### config.mk
export PLATFORM = sky130hd
export DESIGN_NAME = gpio_bank_ctrl
export DESIGN_NICKNAME = d
export VERILOG_FILES = /design/src/rtl/pgc_pkg.sv /design/src/rtl/pgc_sync.sv /design/src/rtl/pgc_addr_dec.sv /design/src/rtl/pgc_bank.sv /design/src/rtl/gpio_bank_ctrl.sv
export SDC_FILE = /design/constraint.sdc
export NUM_CORES = 2
export LEC_CHECK = 0
export BUFFER_PORTS_ARGS = -buffer_cell sky130_fd_sc_hd__buf_2
export CORE_MARGIN = 3
export CORE_UTILIZATION = 60
export CTS_CLUSTER_DIAMETER = 200
export DETAILED_ROUTE_END_ITERATION = 12
export HOLD_SLACK_MARGIN = 0.12
export PLACE_DENSITY_LB_ADDON = 0.2
export SLEW_MARGIN = 20
export SYNTH_ARGS = -nofsm -noshare
export SYNTH_HDL_FRONTEND = slang
export SYNTH_SLANG_ARGS = --single-unit
export TNS_END_PERCENT = 100
### constraint.sdc
create_clock -name clk -period 12.85 [get_ports clk]
set_input_delay 3.2125 -clock clk [delete_from_list [all_inputs] [get_ports clk]]
set_output_delay 3.2125 -clock clk [all_outputs]
set_load 0.005 [all_outputs]
### src/rtl/pgc_pkg.sv
// Package: shared constants, register selector type and address helpers for
// the banked GPIO controller. Assumes 32-bit data words and byte addressing.
package pgc_pkg;

    localparam int WORD_W       = 32;
    localparam int NUM_REGS     = 7;
    localparam int REG_STRIDE   = 12;    // byte distance between register groups
    localparam int LOW_BANKS    = 3;     // banks packed in the first window
    localparam int HIGH_BASE    = 256;   // start of the second window
    localparam int MAX_BANKS    = 6;

    typedef enum logic [2:0] {
        REG_LEVEL = 3'd0,
        REG_DIR   = 3'd1,
        REG_SET   = 3'd2,
        REG_CLR   = 3'd3,
        REG_RISE  = 3'd4,
        REG_FALL  = 3'd5,
        REG_STAT  = 3'd6
    } reg_sel_e;

    // Byte offset of a bank inside its register group.
    function automatic int bank_offset(input int bank);
        if (bank < LOW_BANKS)
            return bank * 4;
        return HIGH_BASE + (bank - LOW_BANKS) * 4;
    endfunction

    // Byte address of register r of bank b.
    function automatic int reg_address(input int r, input int bank);
        return r * REG_STRIDE + bank_offset(bank);
    endfunction

endpackage

### src/rtl/pgc_sync.sv
// Module: two-flop synchronizer for the asynchronous pin inputs.
// Assumes each pin is independent; no multi-bit coherency is implied.
module pgc_sync #(
    parameter int WIDTH = 32
) (
    input  logic             clk,
    input  logic             rst_n,
    input  logic [WIDTH-1:0] async_in,
    output logic [WIDTH-1:0] sync_out
);

    logic [WIDTH-1:0] stage1_q;
    logic [WIDTH-1:0] stage2_q;

    // Two register stages; both clear on reset.
    always_ff @(posedge clk) begin
        if (!rst_n) begin
            stage1_q <= '0;
            stage2_q <= '0;
        end else begin
            stage1_q <= async_in;
            stage2_q <= stage1_q;
        end
    end

    assign sync_out = stage2_q;

endmodule

### src/rtl/pgc_addr_dec.sv
// Module: address decoder for the split two-window bank layout. Compares the
// bus address against every register of every present bank and reports the
// matching bank and register. Assumes word-aligned accesses.
module pgc_addr_dec
    import pgc_pkg::*;
#(
    parameter int ADDR_W    = 12,
    parameter int NUM_BANKS = 6,
    parameter int BANK_W    = 3
) (
    input  logic [ADDR_W-1:0] addr,
    output logic              hit,
    output logic [BANK_W-1:0] bank,
    output reg_sel_e          rsel
);

    // Parallel compare against all mapped register addresses.
    always_comb begin
        hit  = 1'b0;
        bank = '0;
        rsel = REG_LEVEL;
        for (int b = 0; b < NUM_BANKS; b++) begin
            for (int r = 0; r < NUM_REGS; r++) begin
                if (addr == ADDR_W'(reg_address(r, b))) begin
                    hit  = 1'b1;
                    bank = BANK_W'(b);
                    rsel = reg_sel_e'(3'(r));
                end
            end
        end
    end

endmodule

### src/rtl/pgc_bank.sv
// Module: one 32-pin bank. Holds direction, output latch, edge enables and
// edge status. Computes the pin level, detects edges on it and applies
// set/clear and write-one-to-clear writes. Assumes pin_sync is already
// synchronized. Bits for absent pins are held at zero by constant masks.
module pgc_bank
    import pgc_pkg::*;
#(
    parameter int BANK_IDX = 0,
    parameter int NUM_PINS = 32,
    parameter int WIDTH    = 32,
    parameter bit INV_EN   = 1'b0,
    parameter int INV_LO   = 0,
    parameter int INV_HI   = 0
) (
    input  logic              clk,
    input  logic              rst_n,
    input  logic              wr_en,
    input  reg_sel_e          rsel,
    input  logic [WORD_W-1:0] wdata,
    input  logic [WIDTH-1:0]  pin_sync,
    output logic [WORD_W-1:0] rd_data,
    output logic [WIDTH-1:0]  pin_out,
    output logic [WIDTH-1:0]  pin_oe,
    output logic              stat_any
);

    function automatic logic [WORD_W-1:0] calc_exist();
        logic [WORD_W-1:0] m;
        for (int i = 0; i < WORD_W; i++)
            m[i] = (BANK_IDX * WORD_W + i) < NUM_PINS;
        return m;
    endfunction

    function automatic logic [WORD_W-1:0] calc_invert();
        logic [WORD_W-1:0] m;
        for (int i = 0; i < WORD_W; i++)
            m[i] = INV_EN && ((BANK_IDX * WORD_W + i) >= INV_LO)
                          && ((BANK_IDX * WORD_W + i) <= INV_HI)
                          && ((BANK_IDX * WORD_W + i) < NUM_PINS);
        return m;
    endfunction

    localparam logic [WORD_W-1:0] EXIST  = calc_exist();
    localparam logic [WORD_W-1:0] INVERT = calc_invert();

    logic [WORD_W-1:0] dir_q, out_q, rise_q, fall_q, stat_q, prev_q;
    logic [WORD_W-1:0] pin_w, oe_w, level_w, new_ev;
    logic [WORD_W-1:0] wdata_m, clr_mask;
    logic              wr_dir, wr_set, wr_clr, wr_rise, wr_fall, wr_stat;

    // Write strobes per register of this bank.
    always_comb begin
        wr_dir  = wr_en && (rsel == REG_DIR);
        wr_set  = wr_en && (rsel == REG_SET);
        wr_clr  = wr_en && (rsel == REG_CLR);
        wr_rise = wr_en && (rsel == REG_RISE);
        wr_fall = wr_en && (rsel == REG_FALL);
        wr_stat = wr_en && (rsel == REG_STAT);
        wdata_m = wdata & EXIST;
        clr_mask = wr_stat ? wdata_m : '0;
    end

    // Effective direction, observed level and qualified edge events.
    always_comb begin
        pin_w   = WORD_W'(pin_sync);
        oe_w    = (dir_q ^ INVERT) & EXIST;
        level_w = ((oe_w & out_q) | (~oe_w & pin_w)) & EXIST;
        new_ev  = (((level_w & ~prev_q) & rise_q) |
                   ((~level_w & prev_q) & fall_q)) & EXIST;
    end

    // Register state: configuration, output latch, history and status.
    always_ff @(posedge clk) begin
        if (!rst_n) begin
            dir_q  <= '0;
            out_q  <= '0;
            rise_q <= '0;
            fall_q <= '0;
            stat_q <= '0;
            prev_q <= '0;
        end else begin
            if (wr_dir)  dir_q  <= wdata_m;
            if (wr_rise) rise_q <= wdata_m;
            if (wr_fall) fall_q <= wdata_m;
            if (wr_set)
                out_q <= out_q | wdata_m;
            else if (wr_clr)
                out_q <= out_q & ~wdata_m;
            prev_q <= level_w;
            stat_q <= (stat_q & ~clr_mask) | new_ev;
        end
    end

    // Read multiplexer for the selected register.
    always_comb begin
        unique case (rsel)
            REG_LEVEL: rd_data = level_w;
            REG_DIR:   rd_data = dir_q;
            REG_RISE:  rd_data = rise_q;
            REG_FALL:  rd_data = fall_q;
            REG_STAT:  rd_data = stat_q;
            default:   rd_data = '0;
        endcase
    end

    assign pin_out  = out_q[WIDTH-1:0];
    assign pin_oe   = oe_w[WIDTH-1:0];
    assign stat_any = |stat_q;

    // a qualified edge is in the status word one cycle later, even under a clear.
    assert_edge_sticky_R8: assert property (@(posedge clk) disable iff (!rst_n)
        (new_ev != '0) |=> ((stat_q & $past(new_ev)) == $past(new_ev)));

    // a set write raises every written bit of the latch.
    assert_set_raises_R3: assert property (@(posedge clk) disable iff (!rst_n)
        wr_set |=> ((out_q & $past(wdata_m)) == $past(wdata_m)));

    // a clear write lowers every written bit of the latch.
    assert_clr_lowers_R3: assert property (@(posedge clk) disable iff (!rst_n)
        wr_clr |=> ((out_q & $past(wdata_m)) == '0));

    // without edges or a status write, status holds.
    assert_stat_quiet_R8: assert property (@(posedge clk) disable iff (!rst_n)
        (!wr_stat && (new_ev == '0)) |=> $stable(stat_q));

endmodule

### src/rtl/gpio_bank_ctrl.sv
// Module: top of the banked GPIO controller. Synchronizes the pins, decodes
// the bus address, instantiates one bank per 32 pins and combines the bank
// status into one interrupt. Assumes NUM_PINS is 1 to 192 and that ADDR_W
// covers the second address window.
module gpio_bank_ctrl
    import pgc_pkg::*;
#(
    parameter int NUM_PINS = 192,
    parameter int ADDR_W   = 12,
    parameter bit INV_EN   = 1'b0,
    parameter int INV_LO   = 86,
    parameter int INV_HI   = 89
) (
    input  logic                clk,
    input  logic                rst_n,
    input  logic [ADDR_W-1:0]   bus_addr,
    input  logic                bus_we,
    input  logic [WORD_W-1:0]   bus_wdata,
    output logic [WORD_W-1:0]   bus_rdata,
    input  logic [NUM_PINS-1:0] pin_in,
    output logic [NUM_PINS-1:0] pin_out,
    output logic [NUM_PINS-1:0] pin_oe,
    output logic                irq
);

    localparam int NUM_BANKS = (NUM_PINS + WORD_W - 1) / WORD_W;
    localparam int BANK_W    = (NUM_BANKS > 1) ? $clog2(NUM_BANKS) : 1;

    logic [NUM_PINS-1:0]  sync_w;
    logic                 dec_hit;
    logic [BANK_W-1:0]    dec_bank;
    reg_sel_e             dec_rsel;
    logic [NUM_BANKS-1:0] bank_wr;
    logic [NUM_BANKS-1:0] bank_stat;
    logic [WORD_W-1:0]    bank_rd [NUM_BANKS];

    pgc_sync #(.WIDTH(NUM_PINS)) u_sync (
        .clk      (clk),
        .rst_n    (rst_n),
        .async_in (pin_in),
        .sync_out (sync_w)
    );

    pgc_addr_dec #(
        .ADDR_W    (ADDR_W),
        .NUM_BANKS (NUM_BANKS),
        .BANK_W    (BANK_W)
    ) u_dec (
        .addr (bus_addr),
        .hit  (dec_hit),
        .bank (dec_bank),
        .rsel (dec_rsel)
    );

    // Route the write enable to the addressed bank only.
    always_comb begin
        for (int b = 0; b < NUM_BANKS; b++)
            bank_wr[b] = bus_we && dec_hit && (dec_bank == BANK_W'(b));
    end

    for (genvar b = 0; b < NUM_BANKS; b++) begin : g_bank
        localparam int W = ((NUM_PINS - b * WORD_W) >= WORD_W) ? WORD_W
                                                              : (NUM_PINS - b * WORD_W);
        pgc_bank #(
            .BANK_IDX (b),
            .NUM_PINS (NUM_PINS),
            .WIDTH    (W),
            .INV_EN   (INV_EN),
            .INV_LO   (INV_LO),
            .INV_HI   (INV_HI)
        ) u_bank (
            .clk      (clk),
            .rst_n    (rst_n),
            .wr_en    (bank_wr[b]),
            .rsel     (dec_rsel),
            .wdata    (bus_wdata),
            .pin_sync (sync_w[b*WORD_W +: W]),
            .rd_data  (bank_rd[b]),
            .pin_out  (pin_out[b*WORD_W +: W]),
            .pin_oe   (pin_oe[b*WORD_W +: W]),
            .stat_any (bank_stat[b])
        );
    end

    // Return the addressed bank's register, zero when unmapped.
    always_comb begin
        bus_rdata = '0;
        for (int b = 0; b < NUM_BANKS; b++)
            if (dec_hit && (dec_bank == BANK_W'(b)))
                bus_rdata = bank_rd[b];
    end

    // Interrupt is the OR of all bank status words.
    assign irq = |bank_stat;

    // at most one bank receives any write.
    assert_one_bank_R1: assert property (@(posedge clk) disable iff (!rst_n)
        $onehot0(bank_wr));

endmodule

# Yosys cells after proc, flatten, opt, wreduce, memory -nomap -nowiden

Cells that the tools add are included.

Word-level logic and storage cells: 394
Input bits: 239
Flip-flop bits (word level): 1536
Output and inout bits: 417

Bitwise logic cells: 97
Equality and inequality tests: 52
Muxes and demuxes: 148
Reduce and logical (&&, ||, !) cells: 59

Operators with widths:

| cell                | count |
|---|---|
| $and 32x32->32      | 48 |
| $pmux 32 s5         | 6 |
| $not 32->32         | 25 |
| $mux 32             | 24 |
| $or 32x32->32       | 24 |
| $eq 12x9->1 const B | 21 |
| $mux 3              | 72 |
| $reduce_or 192->1   | 1 |
| $eq 12x6->1 const B | 8 |
| $eq 12x7->1 const B | 5 |
| $logic_and 1x1->1   | 49 |
| $eq 12x5->1 const B | 4 |
| $mux 1              | 45 |
| $eq 12x4->1 const B | 2 |
| $eq 3x3->1 const B  | 5 |
| $eq 12x3->1 const B | 1 |
| $eq 3x2->1 const B  | 4 |
| $logic_not 12->1    | 1 |
| $reduce_bool 2->1   | 6 |
| $eq 3x1->1 const B  | 2 |
| $logic_not 3->1     | 2 |
| $mux 2              | 1 |

# Logic depth before layout (Yosys ltp)

Depth after elaboration: 50
Depth in mapped cells: 15
Depth with buffers taken out: 9

# Modules after synthesis

From an unflattened synthesis, not the netlist that was laid out.

Cell total of the unflattened synthesis: 7148
Area total of the unflattened synthesis: 65155.0 µm²

By module, submodules not included:

| module         | cells an instance | times used | area each (µm²) | sequential area each (µm²) |
|---|---|---|---|---|
| pgc_bank       | 976               | 6          | 8699.6          | 3843.7 |
| pgc_sync       | 810               | 1          | 10304.9         | 7687.4 |
| gpio_bank_ctrl | 380               | 1          | 2025.7          | 0.0 |
| pgc_addr_dec   | 102               | 1          | 626.9           | 0.0 |

# Worst setup path before layout

No wires, ideal clock.

Path kind: in2out
From: in bus_addr[5]
To: out bus_rdata[20]
Arrival: 5.608 ns
Setup slack: 4.029 ns
Path buffers: 4
Data required time: 9.637 ns
Stages: 12
Path through: buf_4 or3b_1 and3b_4 o32ai_4 a21oi_4 buf_6 buf_2 buf_2 a222oi_1 nand2_1 a311oi_1 o22ai_1

Cells in the longest elaborated chain, start to end: 50
Elaborated cells between the ends (all ways): 189
Those cells by class: 50 x eq/ne; 130 x mux; 9 x reduce/logical

Ends and longest elaborated chain:

| item                                                    | line                                 | source |
|---|---|---|
| from (decl)                                             | gpio_bank_ctrl.sv:16                 | `input logic [ADDR_W-1:0] bus_addr,` |
| $eq 12x4->1 / $logic_not 12->1 (equally long branches)  | pgc_addr_dec.sv:24                   | `if (addr == ADDR_W'(reg_address(r, b))) begin` |
| $mux 1                                                  | pgc_addr_dec.sv:24                   |  |
| $mux 2 / $mux 1 (equally long branches)                 | pgc_addr_dec.sv:24                   |  |
| $mux 3 / $mux 1 (equally long branches) (39 in a row)   | pgc_addr_dec.sv:24                   |  |
| $eq 3x3->1 (tied with other cells)                      | pgc_bank.sv:96                       | `unique case (rsel)` |
| $pmux 32 s5 / $logic_and 1x1->1 (equally long branches) | pgc_bank.sv:96, gpio_bank_ctrl.sv:89 |  |
| $mux 32 (5 in a row)                                    | gpio_bank_ctrl.sv:89                 | `if (dec_hit && (dec_bank == BANK_W'(b)))` |
| $mux 32 (*)                                             | gpio_bank_ctrl.sv:89                 |  |
| to (decl)                                               | gpio_bank_ctrl.sv:19                 | `output logic [WORD_W-1:0] bus_rdata,` |

Mark *: on every way between the ends. The rest lies on a longest branch, timed or not.

# Final worst setup path

From: in bus_addr[9]
To: out bus_rdata[16]

The elaborated chain is that of the path after synthesis.

==> results.ini <==
[synthesis]
synth-seq-cells = 1536
synth_edf_count = 0
synth_cell_type_count = 91
synth_cells = 7537
avgSynthCellArea_sq_um = 8.38
synth_top_area_share_pct = 48.7
synth_area_leaders = dfxtp_1 49%, nand2_1 9.5%, a21oi_1 9.0%
synth_area_sq_um = 63200
ys_warn_count = 0
ys_seq_area_share_pct = 48.7
synth_ff_type = dfxtp_1
synth_top_area_cell = dfxtp_1
syn_nets = 7776
async_flop_share_pct = 0

[floorplanning]
fp.dieArea_sq_um = 109000
row_count = 118
dieWidth_um = 330
core_area_sq_um = 104000
die_h_um = 330
start_util_pct = 60.8
boundaryPins = 656

[timing]
tns_ps = 0
hold_viol_final = 0
period_share_pct = 86.9
setup_viol_count_final = 0
slew_headroom_pct = 16.5
worst_hold_slack_ps = 420
rsz0062_at_grt = false
setup_ws_ps = 1690
worstMarginPinSlew_ps = 1250
max_freq_mhz = 89.6
drv_slew = 0
timing.final.crit_period_ps = 11160
fin_worst_skew_ps = 30.1

[setup_path]
crit_required_ps = 9640
crit_path_max_incr_delay_ps = 630
cp-start-kind = input port
cp_top_family = compound AO/OA/AOI/OAI gates
crit_path_end_kind = primary output
path_class = in -> out
crit_buf_inv = 4
cp_cell_sequence = buf_2 > or3_1 > nor3_1 > nand3_1 > o211ai_1 > buf_4 > buf_4 > a21oi_1 > o41ai_1 > o21ai_0 > a21oi_1 > o22ai_1 > buf_2
cpMaxStageDelayCell = buf_4
path_max_fanout = 30
cp.arrival_ps = 7950

[global_route]
grt_pass1_vias = 57400
grt_max_degree = 205
antenna_found_initial = 14
grt.total_usage_pct = 44.2
grt_pass1_wl_mm = 364
grt_overflow = 0

[route]
avgRoutedWirePerCell_um = 27.2
wirelength_mm = 252
dr.pass1.iters = 8
wl_met3_mm = 35.2
top_layer = met5
wl_met1_mm = 87.9
vias = 62000
via_per_inst = 6.70
drtIter0Drc = 9417
dr_wl_met2_mm = 107
drt.antenna.violating_nets = 0
drc = 0

[place]
dp_hpwl_mm = 164
pre_cts_ws_ps = 1990
port_buffers = 655
place_congestion = 1.01

[clocking]
path_clk_slew_ps = 60
ctsLongestPathBuffers = 3
cts_root_buf = clkbuf_16
cts_resized = 0
cts_tree = built
cts_setup_buffers = 0
clk_latency_ps = 800
cts_sinks = 1536
postCtsHoldBufs = 0
cts_max_level = 4
cts_buffers = 157

[hold_path]
hp-class = reg -> reg

[finish]
final.fill_count = 8271
final_common_cell = nand2_1
final_util_pct = 69.2
drive_gt1_share_pct = 13.9
syn2layout_area_growth_pct = 13.9
nets = 8001
final_cell_mix = 1595 x nand2_1, 1536 x dfxtp_1, 1142 x a21oi_1

[outcome]
status = completed

[flow_run]
cap_violations = 0

[pwr]
power_density_nw_per_um2 = 139
power.total_mw = 10.0
max-vdd-ir-drop_v = 0.000175
p_leak_nw = 25.4

[worst paths after layout]
| path | startpoint | end | slack [ps] | cells after the start |
|---|---|---|---|---|
| setup / recovery | bus_addr[9] | bus_rdata[16] | 1690 | 13 |
| hold / removal | u_sync.stage1_q[94]$_SDFF_PN0_ | u_sync.sync_out[94]$_SDFF_PN0_ | 420 | 1 |
| setup reg to reg | g_bank[5].u_bank.pin_oe[6]$_SDFFE_PN0P_ | g_bank[5].u_bank.stat_q[6]$_SDFF_PN0_ | 10790 | 4 |
| hold reg to reg | u_sync.stage1_q[94]$_SDFF_PN0_ | u_sync.sync_out[94]$_SDFF_PN0_ | 420 | 1 |
[power breakdown]
group | internal [mW] | switching, mW | total (mW)
combinational | 0.108 | 0.271 | 0.379
sequential | 4.83 | 0.0356 | 4.87
clock | 2.81 | 1.97 | 4.78
[worst reg2reg max path, cell delays in order, from the launching register on]
cell	delay, ps
dfxtp_1	520
mux2i_1	910
nor3b_1	130
a311oi_1	290
nor2_1	60
[per-layer routing]
metal  global-route usage [%]  vias up
met5                        0        -
met4                     31.7       12
met3                     14.8     1122
met2                     65.7     4703
met1                     53.5    29200
li1                         -    27000
[Yosys cell counts, types with 6 or more instances]
cell	instances
mux2_2	6
nor2b_1	29
o221ai_1	8
a2111o_1	6
buf_6	7
a21boi_0	65
o31ai_1	13
nand2_1	1601
o211ai_1	87
nand4_1	14
dfxtp_1	1536
o2bb2ai_1	16
nor3b_1	242
buf_1	22
o31a_1	9
nor4_1	52
nand3_1	54
nand2b_1	13
a221oi_1	86
buf_2	150
a221o_1	36
mux2i_1	196
a22oi_1	18
a21oi_1	1142
and3_1	50
and2_1	391
buf_4	14
a21o_1	13
a32oi_1	18
nand3b_1	31
o32ai_1	8
a22o_1	10
a211o_1	7
nor3_1	50
a311oi_1	233
inv_1	13
o22ai_1	30
a31oi_1	153
a211oi_1	45
clkbuf_1	495
nor2_1	306
o21ai_0	163
a311o_1	8
[layout make-up]
cell class | count | area, sq um | share of cell area, %
clock inverter | 52 | 790 | 1.10
inverter | 14 | 60.1 | 0.0835
tap | 1380 | 1730 | 2.40
timing repair buffer | 754 | 4230 | 5.88
multi-input combinational | 5299 | 29800 | 41.4
sequential | 1536 | 30700 | 42.7
clock buffer | 221 | 4580 | 6.37
antenna | 4 | 10.0 | 0.0139
[cell families (layout without fill, tap and decap cells)]
kind of cell	after synthesis	count (layout)	share of synthesized area, %
other	0	4	0
buffers and inverters	702	1041	4.64
AOI/OAI and AO/OA	2227	2227	22.1
DFF	1536	1536	48.7
xor gates and xnor gates	5	5	0.0693
muxes	202	202	3.21
and+or+nand+nor	2865	2865	21.3
[per-stage QoR]
step	std cells	instance area, sq um
final	9260	71900
after CTS	9251	71800
after global routing	9257	71900
after global placement	8978	66400
after detailed placement	8978	66400
after floorplan	7537	63200
Power figures use the tool's default switching activity.
